$ cat config.mk
export PLATFORM = sky130hd
export DESIGN_NAME = ptp_ts_capture
export DESIGN_NICKNAME = d
export VERILOG_FILES = /design/src/rtl/ptp_ts_pkg.sv /design/src/rtl/ptp_ts_match.sv /design/src/rtl/ptp_ts_slot.sv /design/src/rtl/ptp_ts_readmux.sv /design/src/rtl/ptp_ts_capture.sv
export SDC_FILE = /design/constraint.sdc
export NUM_CORES = 1
export LEC_CHECK = 0
export BUFFER_PORTS_ARGS = -buffer_cell sky130_fd_sc_hd__buf_2
export CORE_ASPECT_RATIO = 0.7
export CORE_MARGIN = 5
export CORE_UTILIZATION = 55
export DETAILED_ROUTE_END_ITERATION = 7
export GPL_ROUTABILITY_DRIVEN = 0
export GPL_TIMING_DRIVEN = 0
export PLACE_DENSITY_LB_ADDON = 0.1
export SYNTH_ARGS = -nofsm -noshare
export SYNTH_HDL_FRONTEND = slang
export SYNTH_SLANG_ARGS = --single-unit
$ cat constraint.sdc
create_clock -name clk -period 1.68 [get_ports clk]
set_input_delay 0.084 -clock clk [delete_from_list [all_inputs] [get_ports clk]]
set_output_delay 0.084 -clock clk [all_outputs]
set_load 0.02 [all_outputs]
$ cat src/rtl/ptp_ts_pkg.sv
`timescale 1ns/1ps
package ptp_ts_pkg;
  localparam int DATA_W      = 32;
  localparam int TIME_W      = 64;
  localparam int RULE_W      = 14;
  localparam int PARAM_W     = 11;
  localparam int EN_W        = 3;
  localparam int OFS_W       = 3;
  localparam int VALID_BIT   = 16;
  // word offsets inside one direction
  localparam int OFS_STAT    = 0;
  localparam int OFS_TS_LO   = 1;
  localparam int OFS_TS_HI   = 2;
  localparam int OFS_ENABLE  = 3;
  localparam int OFS_RMASK   = 4;
  localparam int OFS_PMASK   = 5;
endpackage

$ cat src/rtl/ptp_ts_match.sv
`timescale 1ns/1ps
module ptp_ts_match #(
  parameter int RULE_W  = 14,
  parameter int PARAM_W = 11,
  parameter int EN_W    = 3
) (
  input  logic [EN_W-1:0]    en,
  input  logic [RULE_W-1:0]  rmask,
  input  logic [PARAM_W-1:0] pmask,
  input  logic [RULE_W-1:0]  rule_hits,
  input  logic [PARAM_W-1:0] param_hits,
  output logic               hit
);
  logic rule_any, param_any;

  // a set mask bit hides the matching hit bit
  assign rule_any  = |(rule_hits & ~rmask);
  assign param_any = |(param_hits & ~pmask);
  assign hit       = (en != '0) && rule_any && param_any;
endmodule

$ cat src/rtl/ptp_ts_slot.sv
`timescale 1ns/1ps
module ptp_ts_slot
  import ptp_ts_pkg::*;
#(
  parameter int RULE_W   = ptp_ts_pkg::RULE_W,
  parameter int PARAM_W  = ptp_ts_pkg::PARAM_W,
  parameter int EN_W     = ptp_ts_pkg::EN_W,
  parameter int TIME_W   = ptp_ts_pkg::TIME_W,
  parameter int DATA_W   = ptp_ts_pkg::DATA_W,
  parameter int SLOT_OFS = ptp_ts_pkg::OFS_W
) (
  input  logic                clk,
  input  logic                rst,
  input  logic                cfg_we,
  input  logic [SLOT_OFS-1:0] cfg_ofs,
  input  logic [DATA_W-1:0]   cfg_wdata,
  input  logic                evt,
  input  logic [RULE_W-1:0]   rule_hits,
  input  logic [PARAM_W-1:0]  param_hits,
  input  logic [TIME_W-1:0]   time_now,
  output logic [EN_W-1:0]     en_q,
  output logic [RULE_W-1:0]   rmask_q,
  output logic [PARAM_W-1:0]  pmask_q,
  output logic                valid_q,
  output logic [TIME_W-1:0]   ts_q,
  output logic                rearm
);
  localparam logic [RULE_W-1:0]  RMASK_RST = '1;
  localparam logic [PARAM_W-1:0] PMASK_RST = '1;

  logic qual, take;
  logic wr_stat, wr_en, wr_rm, wr_pm;
  logic unused_wbits;

  ptp_ts_match #(
    .RULE_W (RULE_W),
    .PARAM_W(PARAM_W),
    .EN_W   (EN_W)
  ) u_match (
    .en        (en_q),
    .rmask     (rmask_q),
    .pmask     (pmask_q),
    .rule_hits (rule_hits),
    .param_hits(param_hits),
    .hit       (qual)
  );

  assign wr_stat = cfg_we && (cfg_ofs == SLOT_OFS'(OFS_STAT));
  assign wr_en   = cfg_we && (cfg_ofs == SLOT_OFS'(OFS_ENABLE));
  assign wr_rm   = cfg_we && (cfg_ofs == SLOT_OFS'(OFS_RMASK));
  assign wr_pm   = cfg_we && (cfg_ofs == SLOT_OFS'(OFS_PMASK));
  assign rearm   = wr_stat && cfg_wdata[VALID_BIT];
  assign unused_wbits = ^cfg_wdata;

  // qualification uses the configuration held before this edge
  assign take = evt && qual && !valid_q;

  always_ff @(posedge clk) begin
    if (rst) begin
      en_q    <= '0;
      rmask_q <= RMASK_RST;
      pmask_q <= PMASK_RST;
    end else begin
      if (wr_en) en_q    <= cfg_wdata[EN_W-1:0];
      if (wr_rm) rmask_q <= cfg_wdata[RULE_W-1:0];
      if (wr_pm) pmask_q <= cfg_wdata[PARAM_W-1:0];
    end
  end

  always_ff @(posedge clk) begin
    if (rst) begin
      valid_q <= 1'b0;
      ts_q    <= '0;
    end else if (take) begin
      valid_q <= 1'b1;
      ts_q    <= time_now;
    end else if (rearm) begin
      valid_q <= 1'b0;
    end
  end
endmodule

$ cat src/rtl/ptp_ts_readmux.sv
`timescale 1ns/1ps
module ptp_ts_readmux
  import ptp_ts_pkg::*;
#(
  parameter int RULE_W   = ptp_ts_pkg::RULE_W,
  parameter int PARAM_W  = ptp_ts_pkg::PARAM_W,
  parameter int EN_W     = ptp_ts_pkg::EN_W,
  parameter int TIME_W   = ptp_ts_pkg::TIME_W,
  parameter int DATA_W   = ptp_ts_pkg::DATA_W,
  parameter int SLOT_OFS = ptp_ts_pkg::OFS_W
) (
  input  logic [SLOT_OFS-1:0] ofs,
  input  logic                valid,
  input  logic [TIME_W-1:0]   ts,
  input  logic [EN_W-1:0]     en,
  input  logic [RULE_W-1:0]   rmask,
  input  logic [PARAM_W-1:0]  pmask,
  output logic [DATA_W-1:0]   word
);
  localparam int HALF = TIME_W / 2;

  always_comb begin
    word = '0;
    case (int'(ofs))
      OFS_STAT:   word[VALID_BIT] = valid;
      OFS_TS_LO:  word = DATA_W'(ts[HALF-1:0]);
      OFS_TS_HI:  word = DATA_W'(ts[TIME_W-1:HALF]);
      OFS_ENABLE: word = DATA_W'(en);
      OFS_RMASK:  word = DATA_W'(rmask);
      OFS_PMASK:  word = DATA_W'(pmask);
      default:    word = '0;
    endcase
  end
endmodule

$ cat src/rtl/ptp_ts_capture.sv
`timescale 1ns/1ps
module ptp_ts_capture
  import ptp_ts_pkg::*;
#(
  parameter int RULE_W   = ptp_ts_pkg::RULE_W,
  parameter int PARAM_W  = ptp_ts_pkg::PARAM_W,
  parameter int EN_W     = ptp_ts_pkg::EN_W,
  parameter int TIME_W   = ptp_ts_pkg::TIME_W,
  parameter int DATA_W   = ptp_ts_pkg::DATA_W,
  parameter int SLOT_OFS = ptp_ts_pkg::OFS_W,
  localparam int NUM_DIR = 2,
  localparam int DIR_W   = $clog2(NUM_DIR),
  localparam int ADDR_W  = SLOT_OFS + DIR_W
) (
  input  logic               clk,
  input  logic               rst,
  input  logic               reg_wr_en,
  input  logic               reg_rd_en,
  input  logic [ADDR_W-1:0]  reg_addr,
  input  logic [DATA_W-1:0]  reg_wdata,
  output logic [DATA_W-1:0]  reg_rdata,
  input  logic [TIME_W-1:0]  time_now,
  input  logic               rx_evt,
  input  logic [RULE_W-1:0]  rx_rule_hits,
  input  logic [PARAM_W-1:0] rx_param_hits,
  input  logic               tx_evt,
  input  logic [RULE_W-1:0]  tx_rule_hits,
  input  logic [PARAM_W-1:0] tx_param_hits
);
  logic [NUM_DIR-1:0]              evt_v;
  logic [NUM_DIR-1:0][RULE_W-1:0]  rule_v;
  logic [NUM_DIR-1:0][PARAM_W-1:0] param_v;

  logic [NUM_DIR-1:0]              slot_valid;
  logic [NUM_DIR-1:0]              slot_rearm;
  logic [NUM_DIR-1:0][TIME_W-1:0]  slot_ts;
  logic [NUM_DIR-1:0][EN_W-1:0]    slot_en;
  logic [NUM_DIR-1:0][RULE_W-1:0]  slot_rmask;
  logic [NUM_DIR-1:0][PARAM_W-1:0] slot_pmask;
  logic [NUM_DIR-1:0][DATA_W-1:0]  slot_word;

  logic [DIR_W-1:0]    sel_dir;
  logic [SLOT_OFS-1:0] sel_ofs;

  assign evt_v   = {tx_evt, rx_evt};
  assign rule_v  = {tx_rule_hits, rx_rule_hits};
  assign param_v = {tx_param_hits, rx_param_hits};
  assign sel_dir = reg_addr[ADDR_W-1:SLOT_OFS];
  assign sel_ofs = reg_addr[SLOT_OFS-1:0];

  for (genvar d = 0; d < NUM_DIR; d++) begin : g_dir
    logic dir_we;
    assign dir_we = reg_wr_en && (sel_dir == DIR_W'(d));

    ptp_ts_slot #(
      .RULE_W  (RULE_W),
      .PARAM_W (PARAM_W),
      .EN_W    (EN_W),
      .TIME_W  (TIME_W),
      .DATA_W  (DATA_W),
      .SLOT_OFS(SLOT_OFS)
    ) u_slot (
      .clk       (clk),
      .rst       (rst),
      .cfg_we    (dir_we),
      .cfg_ofs   (sel_ofs),
      .cfg_wdata (reg_wdata),
      .evt       (evt_v[d]),
      .rule_hits (rule_v[d]),
      .param_hits(param_v[d]),
      .time_now  (time_now),
      .en_q      (slot_en[d]),
      .rmask_q   (slot_rmask[d]),
      .pmask_q   (slot_pmask[d]),
      .valid_q   (slot_valid[d]),
      .ts_q      (slot_ts[d]),
      .rearm     (slot_rearm[d])
    );

    ptp_ts_readmux #(
      .RULE_W  (RULE_W),
      .PARAM_W (PARAM_W),
      .EN_W    (EN_W),
      .TIME_W  (TIME_W),
      .DATA_W  (DATA_W),
      .SLOT_OFS(SLOT_OFS)
    ) u_rmux (
      .ofs  (sel_ofs),
      .valid(slot_valid[d]),
      .ts   (slot_ts[d]),
      .en   (slot_en[d]),
      .rmask(slot_rmask[d]),
      .pmask(slot_pmask[d]),
      .word (slot_word[d])
    );
  end

  always_ff @(posedge clk) begin
    if (rst)            reg_rdata <= '0;
    else if (reg_rd_en) reg_rdata <= slot_word[sel_dir];
  end
endmodule

==> out/summary.txt, run 1 <==
Die footprint: 20400 µm²
Actual slew at the worst max-slew pin: 775 ps
Rel. slew slack: 0.484
Reg clk slew, reported paths: 70 ps
Most common cell after layout, fill and taps aside: nand2_1
DR vias: 9603
Total routed wirelength: 35600 µm
Post-DP HPWL: 24900 µm
Placed Area: 10800 µm²
Fill cells: 1247
Layout cells sized above 1: 0.245
DR DRC count: 0
Largest net degree at the start of global routing: 16
# setup viols final: 58
I/O Buffers: 168
WL/cell: 22.2 µm
Cell Rows: 40
Critical path class: flip-flop to flip-flop
Tot GR Track Use: 0.331
Largest buffer count on any clock path: 3
Final WS setup: -80.9 ps
TritonCTS clock tree: done
Min Hold Slack: 30.1 ps
Initial antenna violation count: 0
TritonRoute pass-1 iters: 5
Slew Viols, Final: 0
Distinct cells, synth: 40
Post-Place Setup Slack: -433 ps
Clock sinks: 218
Pwr per Cell Area: 879 nW/µm²
Setup TNS: -1740 ps
Initial Util: 0.562
RSZ-0062 raised after global routing: true
Worst min path class: input port to flip-flop
Fmax: 568 MHz
Core Area: 17200 µm²
Fin crit period: 1760 ps
Vias in the first global route: 9351
Root Buffer: clkbuf_16
Pwr Total: 11.4 mW
Worst Setup Start Kind: flip-flop
Flop and latch count out of synthesis: 218
First-pass GRT wire length: 52500 µm
Max incr delay on CP: 450 ps
CP required: 2090 ps
Clock skew: 8.20 ps
Cell family contributing the most delay on the critical path: simple AND/OR/NAND/NOR gates
I/O pin cnt: 188
DIE WIDTH: 169 µm
Cells after Synth: 1066
Register area share after synthesis: 0.451
ANT cells: 0
Final instance area: 12900 µm²
Synthesized area per cell: 9.08 µm²
Synth Warn #: 0
Critical path arrival: 2170 ps
Reg-to-reg startpoint: g_dir[1].u_slot.en_q[2]$_SDFFE_PP0P_
CTS buffer count: 21
Clock Latency Late Sink: 500 ps
Worst Setup SP: g_dir[1].u_slot.en_q[2]$_SDFFE_PP0P_
1st-iter DRT viols: 1141
Final nets: 1514
Ys flop type: dfxtp_1
Fin crit share: 1.05
Area Overhead vs Synth: 33.7%
Violated checks: negative setup slack
H-tree depth: 1
Vias per cell: 5.99
Setup crit end kind: flip-flop
Outcome: complete, but fails checks
Number of max-cap violations: 0
Worst IR Drop VDD: 0.587 mV
Asr flop ratio synth: 0
Routed Antenna Nets: 0
Leak: 5.64 nW
Syn_nets: 1222
Min-delay src: reg_rd_en
CP max stage cell: and3_4
Crit-path cells: nor3_1 > nor3b_2 > and3_4 > clkbuf_16 > mux2i_1
Die height: 121 µm
Crit Path Max Fanout: 9
Count of flip-flops with a built-in enable after synthesis: 0
Mapped cell area: 9680 µm²
Commonest non-fill, non-tap cells in the layout: nand2_1, buf_2, dfxtp_1, mux2i_1, dlygate4sd3_1
Grt ovf: 0
Worst path bufs/invs: 1
Hold Violations, Final: 0
-- worst register-to-register path, cell delays in order (launching register included) --
cell and delay [ps]:
dfxtp_1 390, nor3_1 90, nor3b_2 320, and3_4 450, clkbuf_16 220, mux2i_1 210
-- repair_timing --
item | CTS | global route
endpoints found under the setup margin | 130 | 105
hold buffers | 78 | 0
pin swaps | 7 | 8
cloned | 2 | 6
endpoints found under the hold margin | 184 | 0
buffers inserted | 9 | 9
resized for setup | 81 | 29
-- metrics by stage --
| stage | utilization | instances |
|---|---|---|
| 6_report | 0.752 | 1603 |
| 5_1_grt | 0.752 | 1603 |
| 4_1_cts | 0.734 | 1589 |
| 3_5_place_dp | 0.628 | 1465 |
| 3_3_place_gp | 0.628 | 1465 |
| 2_1_floorplan | - | 1066 |
-- layer usage --
metal  up-vias  share of wire  global-route usage
met5         -              0                   0
met4         0          0.022              0.0755
met3        73           0.13               0.101
met2       560           0.41               0.483
met1      4610           0.43               0.482
li1       4360              -                   -
-- area by class of cell --
cell class	count	area, µm²	area share
Clock buffer	29	616	0.0476
Tap cell	231	289	0.0223
Inverter	52	195	0.0151
Buffer	85	537	0.0415
Multi-Input combinational cell	708	4820	0.372
Clock inverter	8	93.8	0.00725
Timing Repair Buffer	272	1960	0.152
Sequential cell	218	4430	0.343
-- synth_stat cells (4+ instances only) --
master | number | area, µm²
dfxtp_1 | 218 | 4360
buf_2 | 20 | 100
buf_6 | 9 | 101
buf_4 | 9 | 67.6
o211ai_1 | 28 | 210
nand2b_1 | 25 | 156
o21ai_0 | 17 | 85.1
inv_1 | 49 | 184
nor2_1 | 39 | 146
nand2_1 | 216 | 811
a221o_1 | 4 | 40.0
and3_1 | 5 | 31.3
mux2i_1 | 159 | 1590
clkbuf_1 | 49 | 184
a21oi_1 | 30 | 150
nand3_1 | 7 | 35.0
a22oi_1 | 30 | 225
a211o_1 | 14 | 123
a32o_1 | 10 | 100
a221oi_1 | 53 | 464
nor3_1 | 20 | 100
o22ai_1 | 13 | 81.3
nor2b_1 | 16 | 100
-- sequential cells by signal, summed over array words and instances, names as in the netlist --
signal                flops
g_dir.u_slot.ts_q       128
reg_rdata                32
g_dir.u_slot.rmask_q     28
g_dir.u_slot.pmask_q     22
g_dir.u_slot.en_q         6
g_dir.u_slot.valid_q      2
-- kinds of logic after synthesis --
kind of cell	after synthesis	synth area share
simple gates	336	0.150
flops	218	0.451
compound gates	212	0.166
buf+inv	140	0.0674
mux	160	0.166
-- report_power, final --
part | switching, mW | internal (mW) | leakage [nW]
clock | 2.02 | 2.87 | 0.356
combinational | 0.711 | 0.504 | 3.53
sequential | 0.0544 | 5.22 | 1.75
-- path summary, 6_finish.rpt --
check	end	slack [ps]	depth (start not counted)
worst max register to register	g_dir[1].u_slot.ts_q[30]$_SDFFE_PP0P_	-80	5
worst min-delay path	reg_rdata[16]$_SDFFE_PP0P_	30	3
worst min register to register	g_dir[1].u_slot.ts_q[27]$_SDFFE_PP0P_	460	2
worst max-delay path	g_dir[1].u_slot.ts_q[30]$_SDFFE_PP0P_	-80	5
Power figures use the tool's default switching activity.
==> run 2, diff against run 1 <==
--- a/config.mk
+++ b/config.mk
@@ -5,11 +5,11 @@
 export SDC_FILE = /design/constraint.sdc
 export NUM_CORES = 1
 export LEC_CHECK = 0
-export BUFFER_PORTS_ARGS = -buffer_cell sky130_fd_sc_hd__buf_2
 export CORE_ASPECT_RATIO = 0.7
 export CORE_MARGIN = 5
 export CORE_UTILIZATION = 55
 export DETAILED_ROUTE_END_ITERATION = 7
+export DONT_BUFFER_PORTS = 1
 export GPL_ROUTABILITY_DRIVEN = 0
 export GPL_TIMING_DRIVEN = 0
 export PLACE_DENSITY_LB_ADDON = 0.1
==> run 2 against run 1 <==
  * Count of clock-buffer cells in the layout is 3 higher
  * Sequential power is 0.8% higher
  * The flow still finishes with violations (negative setup slack)
  * Critical path depth is 1 higher
  * Cell count is 9.4% lower
  * Highest routed layer unchanged
  * Via count is 5.2% lower
  * Maximum frequency hardly changed
  * Die area stayed put
  * Global-route usage is 0.24 points lower
  * Power is 0.84% lower
  * Non-clock buffer count is 151 lower
==> out/summary.txt, run 2 (synthesis gave the netlist of run 1 again) <==
Vias per cell: 6.27
Leak: 5.03 nW
Final cell count without fillers: 1452
ANT cells: 0
Worst IR Drop VDD: 0.644 mV
Vias in the first global route: 8560
Critical path arrival: 2140 ps
Worst Setup Start Kind: flip-flop
Pwr per Cell Area: 909 nW/µm²
Rel. slew slack: 0.452
Die footprint: 20400 µm²
Outcome: complete, but fails checks
Clock Latency Late Sink: 500 ps
Tot GR Track Use: 0.329
I/O pin cnt: 188
Core Area: 17200 µm²
TritonCTS clock tree: done
Hold Violations, Final: 0
Actual slew at the worst max-slew pin: 822 ps
Die height: 121 µm
Post-Place Setup Slack: -382 ps
DP Cell Count: 1297
Layout cells sized above 1: 0.149
I/O Buffers: 0
TritonRoute pass-1 iters: 8
Pwr Total: 11.3 mW
Most common cell after layout, fill and taps aside: nand2_1
Routed Antenna Nets: 0
Slew Viols, Final: 0
CTS buffer count: 21
Clock sinks: 218
DR vias: 9101
Number of max-cap violations: 0
Reg2reg path depth: 6
Crit Reg-Reg Endpoint: g_dir[1].u_slot.ts_q[29]$_SDFFE_PP0P_
First-pass GRT wire length: 51800 µm
Min-delay src: reg_rd_en
Reg with most FFs: g_dir.u_slot.ts_q
CP required: 2060 ps
Reg power frac: 0.471
Combinational fraction of design power: 0.090
Placed Area: 9970 µm²
WL/cell: 25.0 µm
Commonest non-fill, non-tap cells in the layout: nand2_1, dfxtp_1, mux2i_1, dlygate4sd3_1, clkbuf_1
Area Overhead vs Synth: 28.2%
Final instance area: 12400 µm²
Worst min path class: input port to flip-flop
Largest net degree at the start of global routing: 15
Setup crit end kind: flip-flop
Largest registers: g_dir.u_slot.ts_q (128), reg_rdata (32), g_dir.u_slot.rmask_q (28)
Root Buffer: clkbuf_16
Reg clk slew, reported paths: 70 ps
Clock skew: 6.91 ps
Min Hold Slack: 30.6 ps
Critical path class: flip-flop to flip-flop
Fin crit period: 1760 ps
Total routed wirelength: 36200 µm
Clock share of power: 0.439
Final WS setup: -82.2 ps
Crit Path Max Fanout: 6
Max reg flops: 128
Reg-to-reg startpoint: g_dir[1].u_slot.pmask_q[0]$_SDFFE_PP1P_
DR DRC count: 0
Post-DP HPWL: 24700 µm
H-tree depth: 1
Initial Util: 0.562
Fin crit share: 1.05
Initial antenna violation count: 0
Largest buffer count on any clock path: 3
Worst Hold Depth: 4
# setup viols final: 97
1st-iter DRT viols: 1184
Grt ovf: 0
Fmax: 567 MHz
Hold path endpoint: reg_rdata[14]$_SDFFE_PP0P_
RSZ-0062 raised after global routing: true
Reg-to-reg slack, setup: -80 ps
Cell Rows: 40
DIE WIDTH: 169 µm
Violated checks: negative setup slack
Sw Pwr: 2.76 mW
Final nets: 1364
Net Sw Frac: 0.245
Pint: 8.52 mW
[run 2: timing repair]
action / CTS / global route
pin swaps: 7 / 13
buffers inserted: 9 / 10
gates resized for setup: 73 / 62
hold endpoints to repair: 191 / 0
endpoints found under the setup margin: 130 / 127
cloned: 3 / 10
hold buffers: 89 / 0
[run 2: worst max path at each step]
stage | start | endpoint | slack [ps] | depth (start not counted)
5_1_grt | g_dir[0].u_slot.pmask_q[0]$_SDFFE_PP1P_ | g_dir[0].u_slot.ts_q[21]$_SDFFE_PP0P_ | -130 | 7
4_1_cts | g_dir[0].u_slot.rmask_q[2]$_SDFFE_PP1P_ | g_dir[0].u_slot.ts_q[5]$_SDFFE_PP0P_ | -80 | 7
2_1_floorplan | g_dir[0].u_slot.rmask_q[2]$_SDFFE_PP1P_ | g_dir[0].u_slot.ts_q[10]$_SDFFE_PP0P_ | 150 | 7
6_report | g_dir[1].u_slot.pmask_q[0]$_SDFFE_PP1P_ | g_dir[1].u_slot.ts_q[29]$_SDFFE_PP0P_ | -80 | 6
3_3_place_gp | g_dir[1].u_slot.rmask_q[1]$_SDFFE_PP1P_ | g_dir[1].u_slot.ts_q[56]$_SDFFE_PP0P_ | -360 | 6
3_5_place_dp | g_dir[0].u_slot.rmask_q[0]$_SDFFE_PP1P_ | g_dir[0].u_slot.ts_q[39]$_SDFFE_PP0P_ | -380 | 7
[run 2: final cells by class]
class / count / area, µm²
well taps: 231 / 289
clock inverters: 4 / 72.6
plain buffers: 86 / 578
clock buffers: 32 / 637
fillers: 1309 / 4810
inverters: 52 / 195
flip-flops and latches: 218 / 4450
multi-input cells: 709 / 4850
repair buffers: 120 / 1340
[run 2: power groups by stage]
stage                     Sequential (mW)  Clock, mW  Combinational, mW
after floorplan                      5.41          0              0.515
after global placement               5.44          0              0.726
after detailed placement             5.44          0              0.731
after CTS                            5.31       4.95              0.940
after global routing                 5.31       5.17               1.07
final                                5.31       4.96               1.01
[run 2: metal layers]
| layer | part of all wire | wire (µm) | global-route usage | up-vias |
|---|---|---|---|---|
| met5 | 0 | 0 | 0 | - |
| met4 | 0.018 | 650 | 0.0679 | 0 |
| met3 | 0.13 | 4880 | 0.100 | 55 |
| met2 | 0.41 | 14900 | 0.461 | 611 |
| met1 | 0.44 | 15800 | 0.496 | 4362 |
| li1 | - | - | - | 4073 |
[run 2: worst max-delay path, stage by stage, from the launching register on]
cell,delay [ps]
dfxtp_2,340
inv_2,50
a222oi_1,370
nand3_2,250
and3_4,320
clkbuf_16,190
mux2i_1,120
[run 2: stage by stage]
stage / utilization / TNS (ps)
final: 0.721 / -3450
after global routing: 0.721 / -9280
after CTS: 0.690 / -1370
after detailed placement: 0.579 / -40280
after global placement: 0.579 / -39830
after floorplan: - / 0
==> run 3, diff against run 2 <==
==> constraint.sdc (replaced) <==
create_clock -name clk -period 1.68 [get_ports clk]
set_input_delay 0.336 -clock clk [delete_from_list [all_inputs] [get_ports clk]]
set_output_delay 0.336 -clock clk [all_outputs]
set_load 0.02 [all_outputs]
==> run 3 against run 2 <==
  * The run still ends with negative setup slack left
  * Utilization down 4.8 points
  * Clock power is essentially flat
  * Critical path depth did not move
  * Flip-flop and latch count unchanged
  * First-iteration DRC count decreased by 16%
  * Global-route usage down 0.52 points
  * Sequential share of layout area increased by 2.6 points
  * Setup slack improved by 1.3 ps
  * Maximum frequency about the same
  * Design area is 6.6% lower
  * Largest cell class unchanged
  * Largest power group unchanged
  * Highest routed layer unchanged
==> out/summary.txt, run 3 (synthesis gave the netlist of run 1 again) <==
Commonest non-fill, non-tap cells in the layout: nand2_1, dfxtp_1, mux2i_1, clkbuf_1, a221oi_1
Initial Util: 0.562
Hold Violations, Final: 0
Core Area: 17200 µm²
Post-DP HPWL: 24700 µm
Violated checks: negative setup slack
Reg clk slew, reported paths: 70 ps
Crit Path Max Fanout: 10
Critical path class: flip-flop to flip-flop
Largest buffer count on any clock path: 3
Most common cell after layout, fill and taps aside: nand2_1
Worst IR Drop VDD: 0.640 mV
1st-iter DRT viols: 994
Reg-to-reg slack, setup: -80 ps
Setup crit end kind: flip-flop
Die footprint: 20400 µm²
WL/cell: 25.4 µm
Layout cells sized above 1: 0.154
Setup TNS: -3740 ps
Pwr per Cell Area: 963 nW/µm²
I/O pin cnt: 188
I/O Buffers: 0
DIE WIDTH: 169 µm
Vias per cell: 6.33
Cell Rows: 40
TritonRoute pass-1 iters: 5
Largest registers: g_dir.u_slot.ts_q (128), reg_rdata (32), g_dir.u_slot.rmask_q (28)
Fin crit period: 1760 ps
Vias in the first global route: 8276
Die height: 121 µm
Final nets: 1289
Total routed wirelength: 35000 µm
Clock Latency Late Sink: 500 ps
DR DRC count: 0
CP max stage cell: dfxtp_4
Routed Antenna Nets: 0
Clock sinks: 218
CP required: 2060 ps
Slew Viols, Final: 0
H-tree depth: 1
Worst path bufs/invs: 1
Max incr delay on CP: 360 ps
Outcome: complete, but fails checks
Initial antenna violation count: 0
Reg with most FFs: g_dir.u_slot.ts_q
RSZ-0062 raised after global routing: true
Max reg flops: 128
Number of max-cap violations: 0
Cell family contributing the most delay on the critical path: simple AND/OR/NAND/NOR gates
First-pass GRT wire length: 50700 µm
Leak: 4.69 nW
Worst Setup Start Kind: flip-flop
Final WS setup: -80.9 ps
Actual slew at the worst max-slew pin: 763 ps
Root Buffer: clkbuf_16
Area Overhead vs Synth: 19.7%
DR vias: 8718
Largest net degree at the start of global routing: 15
Clock skew: 7.26 ps
Post-Place Setup Slack: -382 ps
Grt ovf: 0
Fmax: 568 MHz
# setup viols final: 88
Worst min path class: input port to flip-flop
Crit-path cells: o22ai_4 > a2111oi_4 > nand3_2 > and3_4 > buf_12 > mux2i_1
TritonCTS clock tree: done
Critical path arrival: 2140 ps
Tot GR Track Use: 0.324
Rel. slew slack: 0.491
Fin crit share: 1.05
CTS buffer count: 21
## run 3: worst paths after layout
check	start	to	depth (start not counted)
setup reg to reg	g_dir[1].u_slot.rmask_q[3]$_SDFFE_PP1P_	g_dir[1].u_slot.ts_q[9]$_SDFFE_PP0P_	6
hold reg to reg	g_dir[0].u_slot.ts_q[53]$_SDFFE_PP0P_	g_dir[0].u_slot.ts_q[53]$_SDFFE_PP0P_	2
hold / removal	time_now[52]	g_dir[0].u_slot.ts_q[52]$_SDFFE_PP0P_	2
setup / recovery	g_dir[1].u_slot.rmask_q[3]$_SDFFE_PP1P_	g_dir[1].u_slot.ts_q[9]$_SDFFE_PP0P_	6
## run 3: cell type report
| type | count | area, µm² |
|---|---|---|
| clock inverters | 4 | 72.6 |
| well taps | 231 | 289 |
| plain buffers | 86 | 567 |
| diodes | 1 | 2.50 |
| repair buffers | 46 | 531 |
| clock buffers | 32 | 637 |
| inverters | 52 | 195 |
| flip-flops and latches | 218 | 4460 |
| multi-input cells | 708 | 4840 |
| fillers | 1402 | 5630 |
## run 3: where the power goes
| part | total, mW | internal (mW) | switching (mW) |
|---|---|---|---|
| Combinational | 0.874 | 0.293 | 0.581 |
| Sequential | 5.31 | 5.21 | 0.101 |
| Clock | 4.97 | 2.91 | 2.06 |
## run 3: what timing repair did
item,4_1_cts,5_1_grt
endpoints found under the setup margin,130,125
hold buffers,20,0
gates resized for setup,73,56
buffers inserted,9,9
pin swaps,7,9
endpoints found under the hold margin,60,0
gates cloned,3,5
## run 3: per-layer routing
metal  vias up  GRT usage  share of wire
met2       535      0.444           0.40
met1      4211      0.484           0.44
met4         0     0.0573          0.016
li1       3920          -              -
met3        52      0.123           0.14
met5         -          0              0
## run 3: metrics by stage
step,util,hold slack [ps],total power [mW],cell area [µm²],instances
after detailed placement,0.579,449,6.18,9970,1297
after global routing,0.673,4.92,11.4,11600,1377
after global placement,0.579,442,6.17,9970,1297
after CTS,0.650,0.629,11.1,11200,1363
final,0.673,3.07,11.2,11600,1378
after floorplan,-,434,5.92,9680,1066
